==> src/rtl/bac_pkg.sv <==
package bac_pkg;

  // Address source selected for a cycle, in rising priority order.
  typedef enum logic [1:0] {
    SRC_HOLD = 2'd0,
    SRC_STEP = 2'd1,
    SRC_LOAD = 2'd2,
    SRC_ZERO = 2'd3
  } src_e;

  // Registered controls, converted to active-high.
  typedef struct packed {
    logic zero;
    logic load;
    logic step;
    logic sel;
  } ctl_t;

endpackage

==> src/rtl/bac_in_reg.sv <==
module bac_in_reg
  import bac_pkg::*;
#(
  parameter int AW = 14
) (
  input  logic          clk,
  input  logic          rst_n,
  input  logic [AW-1:0] ext_addr,
  input  logic          load_n,
  input  logic          step_n,
  input  logic          clr_n,
  input  logic          cs0_n,
  input  logic          cs1,
  output ctl_t          ctl_q,
  output logic [AW-1:0] addr_q
);

  ctl_t ctl_d;

  always_comb begin
    ctl_d.zero = ~clr_n;
    ctl_d.load = ~load_n;
    ctl_d.step = ~step_n;
    ctl_d.sel  = ~cs0_n & cs1;
  end

  always_ff @(posedge clk or negedge rst_n) begin
    if (!rst_n) begin
      ctl_q  <= '0;
      addr_q <= '0;
    end else begin
      ctl_q  <= ctl_d;
      addr_q <= ext_addr;
    end
  end

endmodule

==> src/rtl/bac_prio.sv <==
module bac_prio
  import bac_pkg::*;
(
  input  ctl_t ctl,
  output src_e src
);

  // Fixed priority: clear over load over step over hold.
  always_comb begin
    if (ctl.zero)      src = SRC_ZERO;
    else if (ctl.load) src = SRC_LOAD;
    else if (ctl.step) src = SRC_STEP;
    else               src = SRC_HOLD;
  end

endmodule

==> src/rtl/bac_next.sv <==
module bac_next
  import bac_pkg::*;
#(
  parameter int AW = 14
) (
  input  src_e          src,
  input  logic [AW-1:0] ext_q,
  input  logic [AW-1:0] cnt_q,
  output logic [AW-1:0] nxt
);

  localparam logic [AW-1:0] ONE = AW'(1);

  logic [AW-1:0] inc;

  // Modulo-2^AW increment: all-ones rolls over to zero.
  assign inc = cnt_q + ONE;

  always_comb begin
    unique case (src)
      SRC_ZERO: nxt = '0;
      SRC_LOAD: nxt = ext_q;
      SRC_STEP: nxt = inc;
      default:  nxt = cnt_q;
    endcase
  end

endmodule

==> src/rtl/burst_addr_gen.sv <==
module burst_addr_gen
  import bac_pkg::*;
#(
  parameter int AW = 14
) (
  input  logic          clk,
  input  logic          rst_n,
  input  logic [AW-1:0] ext_addr,
  input  logic          load_n,
  input  logic          step_n,
  input  logic          clr_n,
  input  logic          cs0_n,
  input  logic          cs1,
  output logic [AW-1:0] cur_addr,
  output logic          access_en
);

  localparam logic [AW-1:0] TOP_ADDR = {AW{1'b1}};

  ctl_t          ctl_q;
  logic [AW-1:0] ext_q;
  logic [AW-1:0] cnt_q;
  src_e          src;
  logic [AW-1:0] nxt;

  bac_in_reg #(.AW(AW)) u_in (
    .clk      (clk),
    .rst_n    (rst_n),
    .ext_addr (ext_addr),
    .load_n   (load_n),
    .step_n   (step_n),
    .clr_n    (clr_n),
    .cs0_n    (cs0_n),
    .cs1      (cs1),
    .ctl_q    (ctl_q),
    .addr_q   (ext_q)
  );

  bac_prio u_prio (
    .ctl (ctl_q),
    .src (src)
  );

  bac_next #(.AW(AW)) u_next (
    .src   (src),
    .ext_q (ext_q),
    .cnt_q (cnt_q),
    .nxt   (nxt)
  );

  // The counter holds the address used in this cycle for the next one.
  always_ff @(posedge clk or negedge rst_n) begin
    if (!rst_n) cnt_q <= '0;
    else        cnt_q <= nxt;
  end

  assign cur_addr  = nxt;
  assign access_en = ctl_q.sel;

  // the clear wins over every other control and ignores the chip enables.
  a_r2_clear_zero: assert property (@(posedge clk) disable iff (!rst_n)
    !clr_n |=> cur_addr == '0);

  // the load strobe takes the external address.
  a_r3_load_ext: assert property (@(posedge clk) disable iff (!rst_n)
    (clr_n && !load_n) |=> cur_addr == $past(ext_addr));

  // the count enable advances by one.
  a_r4_step_inc: assert property (@(posedge clk) disable iff (!rst_n)
    (clr_n && load_n && !step_n) |=> cur_addr == AW'($past(cur_addr) + 1'b1));

  // with no control asserted the address stays put.
  a_r5_hold: assert property (@(posedge clk) disable iff (!rst_n)
    (clr_n && load_n && step_n) |=> $stable(cur_addr));

  // a step from the top address rolls over to zero.
  a_r6_wrap: assert property (@(posedge clk) disable iff (!rst_n)
    (clr_n && load_n && !step_n && cur_addr == TOP_ADDR) |=> cur_addr == '0);

  // the access flag follows the sampled chip enables.
  a_r8_access: assert property (@(posedge clk) disable iff (!rst_n)
    1'b1 |=> access_en == $past(!cs0_n && cs1));

  // held in reset, the outputs sit at zero.
  always_comb begin
    if (!rst_n) begin
      a_r1_reset_state: assert (cur_addr == '0 && access_en == 1'b0);
    end
  end

endmodule

==> config.mk <==
export PLATFORM = sky130hd
export DESIGN_NAME = burst_addr_gen
export DESIGN_NICKNAME = d
export VERILOG_FILES = /design/src/rtl/bac_pkg.sv /design/src/rtl/bac_in_reg.sv /design/src/rtl/bac_prio.sv /design/src/rtl/bac_next.sv /design/src/rtl/burst_addr_gen.sv
export SDC_FILE = /design/constraint.sdc
export NUM_CORES = 1
export LEC_CHECK = 0
export ABC_AREA = 0
export ABC_CLOCK_PERIOD_IN_PS = 2300
export BUFFER_PORTS_ARGS = -buffer_cell sky130_fd_sc_hd__buf_2
export CAP_MARGIN = 15
export CORE_MARGIN = 5
export CORE_UTILIZATION = 40
export DETAILED_ROUTE_END_ITERATION = 6
export GPL_ROUTABILITY_DRIVEN = 0
export HOLD_SLACK_MARGIN = 0.03
export SLEW_MARGIN = 30
export SYNTH_ARGS = -nofsm -noshare
export SYNTH_HDL_FRONTEND = slang
export SYNTH_SLANG_ARGS = --single-unit
==> constraint.sdc <==
create_clock -name clk -period 2.3 [get_ports clk]
set_input_delay 0.69 -clock clk [delete_from_list [all_inputs] [get_ports clk]]
set_output_delay 0.69 -clock clk [all_outputs]
set_load 0.005 [all_outputs]
==> results of run 1 <==
[per-stage QoR]
stage,hold slack [ns],instance area (µm²),TNS (ns),instances
3_3_place_gp,0.502,1550,0,189
3_5_place_dp,0.519,1550,0,189
2_1_floorplan,0.394,1300,0,109
5_1_grt,0.423,1860,-3.15,211
4_1_cts,0.401,1840,-1.66,210
6_report,0.379,1860,-1.53,211
[registers in the layout, summed over array words and instances (netlist names)]
name         count
cnt_q           14
u_in.addr_q     14
u_in.ctl_q       4
[final timing paths]
check | endpoint | slack, ns | cells past startpoint | from
min | cnt_q[3]$_DFF_PN0_ | 0.38 | 1 | rst_n
min in group clk | u_in.addr_q[12]$_DFF_PN0_ | 0.45 | 1 | ext_addr[12]
max reg2reg | cnt_q[4]$_DFF_PN0_ | 0.54 | 10 | cnt_q[1]$_DFF_PN0_
max in group asynchronous | cnt_q[4]$_DFF_PN0_ | 1.44 | 1 | rst_n
min reg2reg | cnt_q[1]$_DFF_PN0_ | 0.54 | 2 | u_in.addr_q[1]$_DFF_PN0_
max | cur_addr[6] | -0.20 | 5 | cnt_q[1]$_DFF_PN0_
[cell usage in the layout (no fill, tap or decap)]
| cell type | synthesis | routed |
|---|---|---|
| xor2_1 | 2 | 2 |
| a21oi_2 | 0 | 1 |
| nor2b_1 | 1 | 1 |
| nand3_4 | 0 | 1 |
| nor2_1 | 13 | 12 |
| nand4_1 | 1 | 1 |
| nor3_2 | 0 | 3 |
| bufinv_16 | 0 | 1 |
| dfrtp_2 | 0 | 4 |
| nand2_2 | 0 | 1 |
| clkinv_2 | 0 | 1 |
| dfrtp_1 | 32 | 28 |
| nand4_4 | 2 | 2 |
| ha_2 | 0 | 1 |
| buf_6 | 0 | 2 |
| xnor2_1 | 9 | 9 |
| nor4_4 | 0 | 3 |
| nand3_1 | 4 | 2 |
| or3_1 | 2 | 2 |
| clkbuf_1 | 2 | 1 |
| buf_2 | 0 | 35 |
| buf_4 | 1 | 17 |
| mux2i_1 | 2 | 2 |
| o21bai_1 | 1 | 1 |
| a211oi_2 | 1 | 7 |
| a21oi_1 | 4 | 3 |
| o21ai_0 | 2 | 2 |
| clkbuf_4 | 0 | 5 |
| nor2_2 | 0 | 1 |
| inv_1 | 6 | 6 |
| nand2_1 | 8 | 7 |
| nand3_2 | 0 | 1 |
| a311oi_2 | 0 | 2 |
[layout make-up]
class,count,area share
Inverter,6,0.0121
Tap cell,44,0.0296
Multi-Input combinational cell,67,0.308
Clock inverter,2,0.0189
Clock buffer,6,0.0222
Sequential cell,32,0.434
Timing Repair Buffer,54,0.175
[layer usage]
layer / track usage / part of all wire
met1: 0.160 / 0.40
met2: 0.270 / 0.52
met3: 0.0556 / 0.065
met4: 0.0532 / 0.014
met5: 0 / 0
[worst register-to-register path, stage by stage (launching register included)]
cell	delay, ns
dfrtp_1	0.40
ha_2	0.23
buf_6	0.11
nand4_1	0.10
xnor2_1	0.16
nand2_1	0.09
a21oi_2	0.06
buf_4	0.17
buf_4	0.12
buf_4	0.12
buf_4	0.12
[repair_timing]
action / 4_1_cts / 5_1_grt
gates resized for setup: 23 / 5
pin swaps: 18 / 3
buffers inserted: 13 / 2
setup endpoints to repair: 11 / 13
[cells by family after synthesis]
kind of cell / after synthesis / synth area share
AOI/OAI and AO/OA: 16 / 0.0865
and+or+nand+nor: 37 / 0.168
DFF: 32 / 0.615
muxes: 2 / 0.0154
buffers and inverters: 10 / 0.0317
xor gates and xnor gates: 11 / 0.0740
adders and majority gates: 1 / 0.00960
[report_power, final]
group          switching, mW  total, mW  internal [mW]  leakage, nW
Combinational         0.0638      0.134         0.0707        0.444
Sequential            0.0338      0.629          0.595        0.388
Clock                  0.189      0.417          0.228       0.0422
Total                  0.287       1.18          0.893        0.875
==> flow_summary.ini, run 1 <==
[outcome]
violations = negative setup slack
status = finished, violations left

[worst_setup_path]
max_stage_delay_ns = 0.40
startpoint_type = flip-flop
cpLargestDelayFamily = simple AND/OR/NAND/NOR gates
critical_path.cell_chain = ha_2 -> nand3_4 -> or3_1 -> a311oi_2 -> buf_2
critical_path_peak_fanout = 5
crit_required_ns = 1.61
end_kind = output port
cp.arrival_ns = 1.81
slowest_stage = dfrtp_1
crit_buf_inv = 1
crit_type = flip-flop to output port

[drt]
vias_per_cell = 4.67
drtPass1Iterations = 4
drt-initial-drc-count = 50
wl_per_cell_um = 14.0
ant_nets = 0
wl_um = 2960
via_count = 986
drt_drc_violations_left = 0

[layout]
fillers = 264
drive_gt1_frac = 0.527
syn2layout_area_growth_pct = 42.7
multi_input_area_um2 = 573
nNetsFinal = 188
n_antenna_cell = 0
post-route-util = 0.604
ff_latch_area_um2 = 806

[clock_tree]
clock-sinks = 32
cts_max_path_buffers = 2
cts_made_buffers = 5
htree_levels = 2
cts.clk_slew.worst_paths_ns = 0.10
cts_hold_buf = 0
insertion_delay_ns = 0.33
cts_tree = built
root_buffer = clkbuf_4

[grt]
grt.overflow.total = 0
grt_pass1_vias = 1059
antenna_found_initial = 0
grt_max_degree = 33
grt_pass1_wl_um = 4910
grt_use_total = 0.151

[timing]
period_minus_slack_ns = 2.50
slew_viol_final = 0
rsz0062_at_grt = yes
slew_headroom = 0.554
hold_violations = 0
min_period_over_period = 1.09
setup_ws_ns = -0.199
worstMarginPinSlew_ns = 0.668
setup_violations = 12
clock.fmax_mhz = 400
fin_worst_skew_ns = 0.0131

[yosys]
synth_area_um2 = 1300
yosys_warnings = 0
async_flop_share = 1.00
synth_most_common_cell = dfrtp_1
synth_commonest_cells = dfrtp_1, nor2_1, xnor2_1
avgSynthCellArea_um2 = 11.9
syn_inst = 109
yosysTopAreaCell = dfrtp_1
synth_area_leaders = dfrtp_1, xnor2_1, nor2_1
synth.distinct_cells = 24
synth-main-ff-cell = dfrtp_1
synth-seq-area-share = 0.615
netlist.area_leader.share = 0.615
syn_nets = 131
synth-seq-cells = 32
synth_enable_flop_cells = 0

[placed_design]
io_buffer_count = 35
dpl.hpwl_um = 1810
pre_cts_slack_ns = 0.00863

[die]
coreArea_um2 = 3080
start_util = 0.423
die_h_um = 67.1
dieArea_um2 = 4500
ios = 36
fp.dieW_um = 67.1
num_rows = 20

[pwr]
fin_total_pwr_mw = 1.18
p_per_area_nw_per_um2 = 635
leakage_nw = 0.875
worst_ir_drop_vdd_v = 0.000370

[worst_hold_path]
worstHoldPathType = primary input to asynchronous set/reset pin

[flow_run]
drv_cap = 0
Note: power is estimated with default switching activity, not from simulation.
==> run 2: changes to the inputs <==
--- a/config.mk
+++ b/config.mk
@@ -6,14 +6,13 @@
 export NUM_CORES = 1
 export LEC_CHECK = 0
 export ABC_AREA = 0
-export ABC_CLOCK_PERIOD_IN_PS = 2300
 export BUFFER_PORTS_ARGS = -buffer_cell sky130_fd_sc_hd__buf_2
 export CAP_MARGIN = 15
 export CORE_MARGIN = 5
-export CORE_UTILIZATION = 40
+export CORE_UTILIZATION = 50
 export DETAILED_ROUTE_END_ITERATION = 6
-export GPL_ROUTABILITY_DRIVEN = 0
 export HOLD_SLACK_MARGIN = 0.03
+export PLACE_DENSITY = 0.77
 export SLEW_MARGIN = 30
 export SYNTH_ARGS = -nofsm -noshare
 export SYNTH_HDL_FRONTEND = slang
==> flow_summary.ini, run 2 (same netlist as run 1, synthesis figures left out) <==
[timing]
period_minus_slack_ns = 2.61
slew_headroom = 0.521
worstMarginPinSlew_ns = 0.719
min_period_over_period = 1.13
clock.fmax_mhz = 383
slew_viol_final = 0
setup_ws_ns = -0.308
fin_setup_tns_ns = -2.91
hold_violations = 0
fin_worst_skew_ns = 0.0224
setup_violations = 12
hold_slack_ns = 0.374
rsz0062_at_grt = yes

[pwr]
fin_total_pwr_mw = 1.23
p_per_area_nw_per_um2 = 609
leakage_nw = 0.970
worst_ir_drop_vdd_v = 0.000773

[placed_design]
io_buffer_count = 35
place.gp.congestion = 0.762
dpl.hpwl_um = 1800

[flow_run]
drv_cap = 0

[drt]
drtPass1Iterations = 4
drt-initial-drc-count = 64
wl_per_cell_um = 19.4
via_count = 1136
wl_um = 4070
ant_nets = 0
drt_drc_violations_left = 0
vias_per_cell = 5.41

[clock_tree]
clock-sinks = 32
cts_hold_buf = 0
root_buffer = clkbuf_4
cts_max_path_buffers = 2
insertion_delay_ns = 0.34
cts.clk_slew.worst_paths_ns = 0.12
htree_levels = 2
cts_made_buffers = 5
cts_tree = built

[worst_setup_path]
crit_required_ns = 1.61
critical_path.cell_chain = nand4_4 -> nor3_2 -> xnor2_1 -> a211oi_2 -> buf_2
slowest_stage = dfrtp_2
startpoint_type = flip-flop
crit_type = flip-flop to output port
critical_path_peak_fanout = 7
max_stage_delay_ns = 0.42
cp.arrival_ns = 1.92
end_kind = output port

[grt]
grt.overflow.total = 0
grt_pass1_vias = 1119
antenna_found_initial = 0
grt_max_degree = 33
grt_use_total = 0.203
grt_pass1_wl_um = 5290

[layout]
layout_common_cells = buf_2, dfrtp_1, buf_4
drive_gt1_frac = 0.600
post-route-util = 0.815
fillers = 145
nNetsFinal = 201
final_common_cell = buf_2
n_antenna_cell = 0
reg_top3 = cnt_q x14, u_in.addr_q x14, u_in.ctl_q x4
syn2layout_area_growth_pct = 54.9

[outcome]
status = finished, violations left
violations = negative setup slack

[worst_hold_path]
worstHoldPathType = primary input to asynchronous set/reset pin

[die]
dieArea_um2 = 3730
die_h_um = 61.0
fp.dieW_um = 61.0
start_util = 0.526
coreArea_um2 = 2480
ios = 36
num_rows = 18
==> run 2: report_power, final <==
part           switching, mW  internal [mW]  total (mW)
combinational         0.0825         0.0875       0.170
clock                  0.199          0.228       0.427
sequential            0.0361          0.595       0.631
==> run 2: path summary, 6_finish.rpt <==
| kind | from | endpoint | slack [ns] | depth (start not counted) |
|---|---|---|---|---|
| worst max-delay path | cnt_q[4]$_DFF_PN0_ | cur_addr[8] | -0.31 | 5 |
| worst max register to register | cnt_q[1]$_DFF_PN0_ | cnt_q[3]$_DFF_PN0_ | 0.54 | 9 |
| max in group asynchronous | rst_n | cnt_q[2]$_DFF_PN0_ | 1.42 | 1 |
| min in group clk | ext_addr[12] | u_in.addr_q[12]$_DFF_PN0_ | 0.45 | 1 |
| worst min-delay path | rst_n | cnt_q[0]$_DFF_PN0_ | 0.37 | 1 |
| worst min register to register | u_in.addr_q[0]$_DFF_PN0_ | cnt_q[0]$_DFF_PN0_ | 0.53 | 2 |
==> run 2: per-stage QoR <==
stage               instance area, µm²  std cells  worst slack, ns
finish                            2020        210           -0.308
CTS                               1860        199           -0.164
global route                      2020        210           -0.468
floorplan                         1300        109            0.207
global placement                  1530        174           0.0824
detailed placement                1530        174           0.0112
==> run 2: worst max-delay path: cells and delay by family, from the launching register on <==
kind	cells	cell delay, ns
and+or+nand+nor	2	0.50
DFF	1	0.42
xor gates and xnor gates	1	0.15
buffers and inverters	1	0.17
AOI/OAI and AO/OA	1	0.32
==> run 2: layer usage <==
layer | vias up | GRT usage | part of all wire
met5 | - | 0 | 0
met4 | 0 | 0.0836 | 0.026
met3 | 12 | 0.0545 | 0.048
met2 | 42 | 0.343 | 0.53
met1 | 571 | 0.246 | 0.39
li1 | 511 | - | -
==> run 2: final cells by class <==
class | count | area (µm²) | share of cell area
flip-flops and latches | 32 | 807 | 0.400
multi-input cells | 67 | 629 | 0.312
repair buffers | 67 | 445 | 0.221
clock buffers | 6 | 41.3 | 0.0205
well taps | 30 | 37.5 | 0.0186
clock inverters | 2 | 35.0 | 0.0174
inverters | 6 | 22.5 | 0.0112
==> run 2: repair_timing <==
item                       CTS  global route
setup buffers               17            11
setup endpoints to repair   11            13
resized for setup           27            16
pin swaps                   17             9
==> run 3: changes to the inputs <==
--- a/config.mk
+++ b/config.mk
@@ -9,10 +9,9 @@
 export BUFFER_PORTS_ARGS = -buffer_cell sky130_fd_sc_hd__buf_2
 export CAP_MARGIN = 15
 export CORE_MARGIN = 5
-export CORE_UTILIZATION = 50
+export CORE_UTILIZATION = 30
 export DETAILED_ROUTE_END_ITERATION = 6
 export HOLD_SLACK_MARGIN = 0.03
-export PLACE_DENSITY = 0.77
 export SLEW_MARGIN = 30
 export SYNTH_ARGS = -nofsm -noshare
 export SYNTH_HDL_FRONTEND = slang
==> constraint.sdc (replaced) <==
create_clock -name clk -period 2.3 [get_ports clk]
set_input_delay 0.115 -clock clk [delete_from_list [all_inputs] [get_ports clk]]
set_output_delay 0.115 -clock clk [all_outputs]
set_load 0.005 [all_outputs]
==> flow_summary.ini, run 3 (same netlist as run 1, synthesis figures left out) <==
[worst_hold_path]
worstHoldPathType = primary input to flip-flop
worstHoldStart = cs1

[pwr]
intPower_mw = 0.929
fin_total_pwr_mw = 1.21
combPwrFrac = 0.102
pwr-share-seq = 0.518
p_sw_mw = 0.278
sw_frac_of_total = 0.231
p_per_area_nw_per_um2 = 664
worst_ir_drop_vdd_v = 0.000220
leakage_nw = 0.825
pwr-share-clk = 0.379

[worst_setup_path]
crit_type = flip-flop to output port
startpoint_type = flip-flop
cp.arrival_ns = 2.00
timing.critical_path.from = cnt_q[0]$_DFF_PN0_
critical_path_peak_fanout = 5
crit_required_ns = 2.18
end_kind = output port
r2r_start = cnt_q[0]$_DFF_PN0_

[timing]
hold_violations = 0
slew_viol_final = 0
setup_violations = 0
fin_worst_skew_ns = 0.00695
min_period_over_period = 0.921
fin_setup_tns_ns = 0
period_minus_slack_ns = 2.12
worstMarginPinSlew_ns = 0.690
rsz0062_at_grt = no
slew_headroom = 0.540
clock.fmax_mhz = 472

[die]
dieArea_um2 = 5760
ios = 36
coreArea_um2 = 4290
fp.dieW_um = 75.9
num_rows = 24
start_util = 0.303
die_h_um = 75.9

[clock_tree]
root_buffer = clkbuf_8
htree_levels = 2
cts_made_buffers = 5
insertion_delay_ns = 0.28
cts_setup_buffers = 0
ctsResizeCount = 0
cts_tree = built
cts.clk_slew.worst_paths_ns = 0.06
clock-sinks = 32
cts_max_path_buffers = 2

[drt]
wl_um = 2760
via_count = 1005
drt_drc_violations_left = 0
vias_per_cell = 4.59
drtPass1Iterations = 4
ant_nets = 0
drt-initial-drc-count = 90
wl_per_cell_um = 12.6

[layout]
syn2layout_area_growth_pct = 39.6
drive_gt1_frac = 0.293
reg_top3 = cnt_q x14, u_in.addr_q x14, u_in.ctl_q x4
n_antenna_cell = 0
nNetsFinal = 189
finalInstanceArea_um2 = 1820
layout_common_cells = buf_2, dfrtp_1, dlygate4sd3_1
final_common_cell = buf_2

[placed_design]
io_buffer_count = 35
place.gp.congestion = 0.685
placed_area_um2 = 1530
dpl.hpwl_um = 1940

[grt]
grt_use_total = 0.106
grt_pass1_vias = 1017
grt_max_degree = 33
antenna_found_initial = 0
grt_pass1_wl_um = 4500
grt.overflow.total = 0

[flow_run]
drv_cap = 0

[outcome]
status = finished clean
-- run 3: changes by cell type in the layout (fill, tap and decap cells not counted), sizes merged --
cell | before | now
buf | 67 | 36
bufinv | 1 | 0
clkbuf | 6 | 7
clkinv | 1 | 0
dlygate4sd3 | 0 | 19
-- run 3: path summary, 6_finish.rpt --
kind | slack (ns) | endpoint | cells after the start
setup / recovery | 0.18 | cur_addr[6] | 5
hold / removal | 0.05 | u_in.ctl_q[0]$_DFF_PN0_ | 2
setup reg to reg | 0.63 | cnt_q[6]$_DFF_PN0_ | 4
hold reg to reg | 0.52 | cnt_q[0]$_DFF_PN0_ | 2
max in group asynchronous | 1.45 | cnt_q[7]$_DFF_PN0_ | 2
min in group asynchronous | 0.41 | u_in.addr_q[4]$_DFF_PN0_ | 2
-- run 3: routing by layer --
metal / GRT usage / vias to the layer above / wire, µm / share of wire
met4: 0.0680 / 0 / 81 / 0.029
met2: 0.166 / 26 / 1490 / 0.54
met1: 0.128 / 481 / 1080 / 0.39
li1: - / 488 / - / -
met5: 0 / - / 0 / 0
met3: 0.0277 / 10 / 115 / 0.042
-- run 3: what timing repair did --
item / CTS / global route
hold buffers: 19 / 0
endpoints found under the setup margin: 0 / 0
hold endpoints to repair: 50 / 0
-- run 3: critical path, cell delays in order, from the launching register on --
cell      delay (ns)
dfrtp_1         0.43
ha_1            0.21
nand3_1         0.18
or3_1           0.36
a311oi_1        0.36
buf_2           0.18
-- run 3: final cells by class --
| class | instances | area (µm²) |
|---|---|---|
| Timing Repair Buffer | 55 | 373 |
| Tap cell | 52 | 65.1 |
| Fill cell | 410 | 2480 |
| Clock buffer | 7 | 96.3 |
| Sequential cell | 32 | 801 |
| Multi-Input combinational cell | 67 | 460 |
| Inverter | 6 | 22.5 |
-- run 3: through the flow --
stage	std cells	setup WS, ns	util	hold slack (ns)
final	219	0.181	0.423	0.0524
after CTS	219	0.159	0.423	0.0421
after global placement	193	0.569	0.357	0.194
after global routing	219	0.0636	0.423	0.0597
after detailed placement	193	0.473	0.357	0.202
after floorplan	109	0.763	-	-0.181
-- run 3: power groups by stage --
stage                     Combinational, mW  Sequential, mW  Clock [mW]
after detailed placement              0.101           0.636           0
after floorplan                      0.0535           0.626           0
final                                 0.124           0.626       0.458
after global placement               0.0995           0.635           0
after global routing                  0.139           0.631       0.494
after CTS                             0.126           0.627       0.474
